**config.mk**
```make
export PLATFORM = sky130hd
export DESIGN_NAME = bb84_link
export DESIGN_NICKNAME = d
export VERILOG_FILES = /design/src/rtl/bb84_link.sv
export SDC_FILE = /design/constraint.sdc
export NUM_CORES = 1
export LEC_CHECK = 0
export CAP_MARGIN = 10
export CORE_AREA = 2 2 39 41
export CTS_BUF_LIST = sky130_fd_sc_hd__clkbuf_4 sky130_fd_sc_hd__clkbuf_8 sky130_fd_sc_hd__clkbuf_16
export CTS_CLUSTER_SIZE = 25
export DETAILED_ROUTE_END_ITERATION = 7
export DIE_AREA = 0 0 41 43
export PLACE_DENSITY = 0.55
export SYNTH_ARGS = -nofsm -noshare
export SYNTH_HDL_FRONTEND = slang
export SYNTH_SLANG_ARGS = --single-unit
```
**constraint.sdc**
```tcl
create_clock -name clk -period 0.8 [get_ports clk]
set_clock_uncertainty 0.05 [all_clocks]
set_input_delay 0.16 -clock clk [delete_from_list [all_inputs] [get_ports clk]]
set_output_delay 0.16 -clock clk [all_outputs]
set_load 0.05 [all_outputs]
```
**src/rtl/bb84_link.sv**
```systemverilog
module bb84_link (
  input  logic clk,
  input  logic rst,
  input  logic in_valid,
  input  logic tx_data,
  input  logic tx_basis,
  input  logic rx_basis,
  input  logic spy_en,
  output logic out_valid,
  output logic rx_bit,
  output logic rx_indet
);

  localparam logic [1:0] ST_RECT0 = 2'b00;
  localparam logic [1:0] ST_RECT1 = 2'b01;
  localparam logic [1:0] ST_DIAG0 = 2'b10;
  localparam logic [1:0] ST_DIAG1 = 2'b11;

  logic [1:0] enc_q, chan_q;
  logic       enc_v, chan_v;
  logic       enc_rxb, chan_rxb, enc_spy;
  logic [1:0] enc_d;
  logic       match;

  always_comb begin
    case ({tx_basis, tx_data})
      2'b00:   enc_d = ST_RECT0;
      2'b01:   enc_d = ST_RECT1;
      2'b10:   enc_d = ST_DIAG0;
      default: enc_d = ST_DIAG1;
    endcase
  end

  assign match = (chan_q[1] == chan_rxb);

  always_ff @(posedge clk) begin
    if (rst) begin
      enc_v     <= 1'b0;
      chan_v    <= 1'b0;
      out_valid <= 1'b0;
      enc_q     <= ST_RECT0;
      chan_q    <= ST_RECT0;
      enc_rxb   <= 1'b0;
      chan_rxb  <= 1'b0;
      enc_spy   <= 1'b0;
      rx_bit    <= 1'b0;
      rx_indet  <= 1'b0;
    end else begin
      enc_v     <= in_valid;
      enc_q     <= enc_d;
      enc_rxb   <= rx_basis;
      enc_spy   <= spy_en;
      chan_v    <= enc_v;
      chan_q    <= enc_spy ? ~enc_q : enc_q;
      chan_rxb  <= enc_rxb;
      out_valid <= chan_v;
      rx_bit    <= chan_v & match & chan_q[0];
      rx_indet  <= chan_v & ~match;
    end
  end

endmodule


```
==> impl_results.md <==
* Outcome: complete, but fails checks
* Failing checks: negative setup slack
* PD cells at 2200 nW/µm²
* Cell accounting for the most synthesized area: dfxtp_1
* First-pass GRT wire length at 814 µm
* Hold WC Path Type: in -> reg
* Post-Synth Adder-Cell Area at 0
* Post-synthesis mux area share at 0
* Post-synthesis instance total at 27
* Yosys cell types at 7
* Antenna violations before repair at 0
* Clock Sinks at 12
* Synthesis Warnings at 0
* Post-synthesis xor/xnor area fraction at 0.0755
* Final Power at 0.00120 W
* Endpoints failing hold at 0
* Post-Syn Area at 348 µm²
* EDFF count, synth at 0
* Worst-path clk slew at 0.07 ns
* Avg WL per Cell at 8.18 µm
* Seq/Total Area, Yosys at 0.691
* Worst EP required at 0.59 ns
* Count leader, synth: dfxtp_1
* Placed cell areas at 495 µm²
* FMAX at 1050 MHz
* Die H at 43 µm
* Syn Nets at 34
* Max FO, Critical Path at 1
* Setup TNS at -0.451 ns
* Routed Wire Length at 466 µm
* Largest family of logic cells by synthesized area: simple AND/OR/NAND/NOR gates
* RSZ-0062 raised after global routing: yes
* Clock Latency Late Sink at 0.27 ns
* Crit Path Category: reg -> out
* Ports at 10
* Die area at 1760 µm²
* Final HPWL DP at 367 µm
* Final RePlAce weighted congestion at 0.631
* CP startpoint kind: flop
* Initial Util at 0.251
* Max Cap Viol at 0
* Top flop regs: chan_q (2), enc_q (2)
* Worst setup slack after placement at -0.399 ns
* Area Overhead vs Synth at 56.1%
* Worst setup EP type: primary output
* Horiz. Die Dim at 41 µm
* Vias/cell at 3.74
* N_diodes at 0
* Hold slack at 0.292 ns
* Seq cells post-synth at 12
* GR Overflow Total at 0
* Post-layout min period at 0.952 ns
* Avg Cell Area, Syn at 12.9 µm²
* Port Buffers at 9
* Initial DRT Pass Iterations at 2
* Cts hold-fix bufs at 0
* Crit-path cells: buf_12
* TritonCTS clock tree: built
* Ys flop type: dfxtp_1
* Area of the core at 1380 µm²
* Synth Area in Simple Gates at 0.234
* Gr usage total at 0.0828
* Compound-Gate Fraction of Synth Area at 0
* Final worst setup slack at -0.152 ns
* Fraction of layout cells with a size suffix above 1 at 0.341
* Slowest CP cell: dfxtp_2
* CTS Buf Count at 3
* Via count at 213
* Post-route cell area at 543 µm²
* Slew Limit Headroom at 0.840
* Fin nets at 49
* # setup viols final at 3
* Worst Path Arrival at 0.74 ns
* Worst VDD drop at 815 µV
* Filler cell count in the final layout at 132
* ANT nets after route at 0
* Leak at 0.235 nW
* Vias in the first global route at 213
* CTS max path bufs at 2
* CTS H-tree depth at 1
* Top post-synthesis cells by count: dfxtp_1, and2b_1, xnor2_1, nor2_1
* Largest net degree at the start of global routing at 10
* Row Count at 14
* Fin. max-slew vios at 0
* Yosys top cell area share at 0.691
* WP buf/inv at 1
* CP top delay family: flip-flops
* Tcrit/Tclk final at 1.19
* DRC at 0
* Slew at the pin closest to its max-slew limit at 0.240 ns
* Worst path max stage delay at 0.34 ns
* CTS root buffer: clkbuf_4
* Share of synthesized registers carrying an async set or reset at 0
* Synth area leaders: dfxtp_1, and2b_1, xnor2_1
* Initial DRC Count at 3
placed cells by master, fill, tap and decap left out:
cell type        netlist  routed
dfxtp_1               12       8
and2b_1                7       7
clkdlybuf4s50_1        0       5
dfxtp_2                0       4
clkbuf_4               0       3
buf_12                 0       3
xnor2_1                3       2
nor2_1                 2       2
xnor2_2                0       1
nor2b_2                1       1
nor2b_1                1       1
and3_1                 1       1
clkbuf_8               0       1
dlygate4sd2_1          0       1
buf_4                  0       1
kinds of logic (layout without fill, tap and decap cells):
| family | after synthesis | count (layout) |
|---|---|---|
| and+or+nand+nor | 12 | 12 |
| buffers and inverters | 0 | 14 |
| xor gates and xnor gates | 3 | 3 |
| DFF | 12 | 12 |
area by class of cell:
type | instances | area [µm²] | area share
clock buffer | 4 | 36.3 | 0.0668
multi-input combinational | 15 | 115 | 0.212
sequential | 12 | 245 | 0.452
tap | 16 | 20.0 | 0.0369
timing repair buffer | 10 | 126 | 0.233
report_power, final:
group | internal, W | switching [W]
Combinational | 0.0000631 | 0.0000279
Sequential | 0.000625 | 0.0000136
Clock | 0.000277 | 0.000189
through the flow:
step | instances | utilization
after floorplan | 27 | -
after global placement | 53 | 0.358
after detailed placement | 53 | 0.358
after CTS | 57 | 0.386
after global routing | 57 | 0.392
final | 57 | 0.392
what timing repair did:
item                       4_1_cts  5_1_grt
buffers inserted                 0        0
setup endpoints to repair       14        5
pin swaps                        0        2
resized for setup                4        2
worst register-to-register path: cells and delay by family, from the launching register on:
family	cells	cell delay (ns)
xor+xnor	1	0.13
simple gates	1	0.16
flops	1	0.32
worst paths after layout:
path                        startpoint                   end  slack [ns]  cells after the start
hold / removal                     rst  out_valid$_SDFF_PP0_        0.29                      2
setup / recovery   rx_indet$_SDFF_PP0_              rx_indet       -0.15                      1
hold reg to reg     enc_rxb$_SDFF_PP0_   chan_rxb$_SDFF_PP0_        0.39                      1
setup reg to reg  chan_q[1]$_SDFF_PP0_     rx_bit$_SDFF_PP0_        0.03                      2
layer usage:
| layer | track usage | share of wire |
|---|---|---|
| met5 | 0 | 0 |
| met1 | 0.0656 | 0.37 |
| met4 | 0.120 | 0 |
| met2 | 0.109 | 0.55 |
| met3 | 0.0471 | 0.079 |
Note: power is estimated with default switching activity, not from simulation.
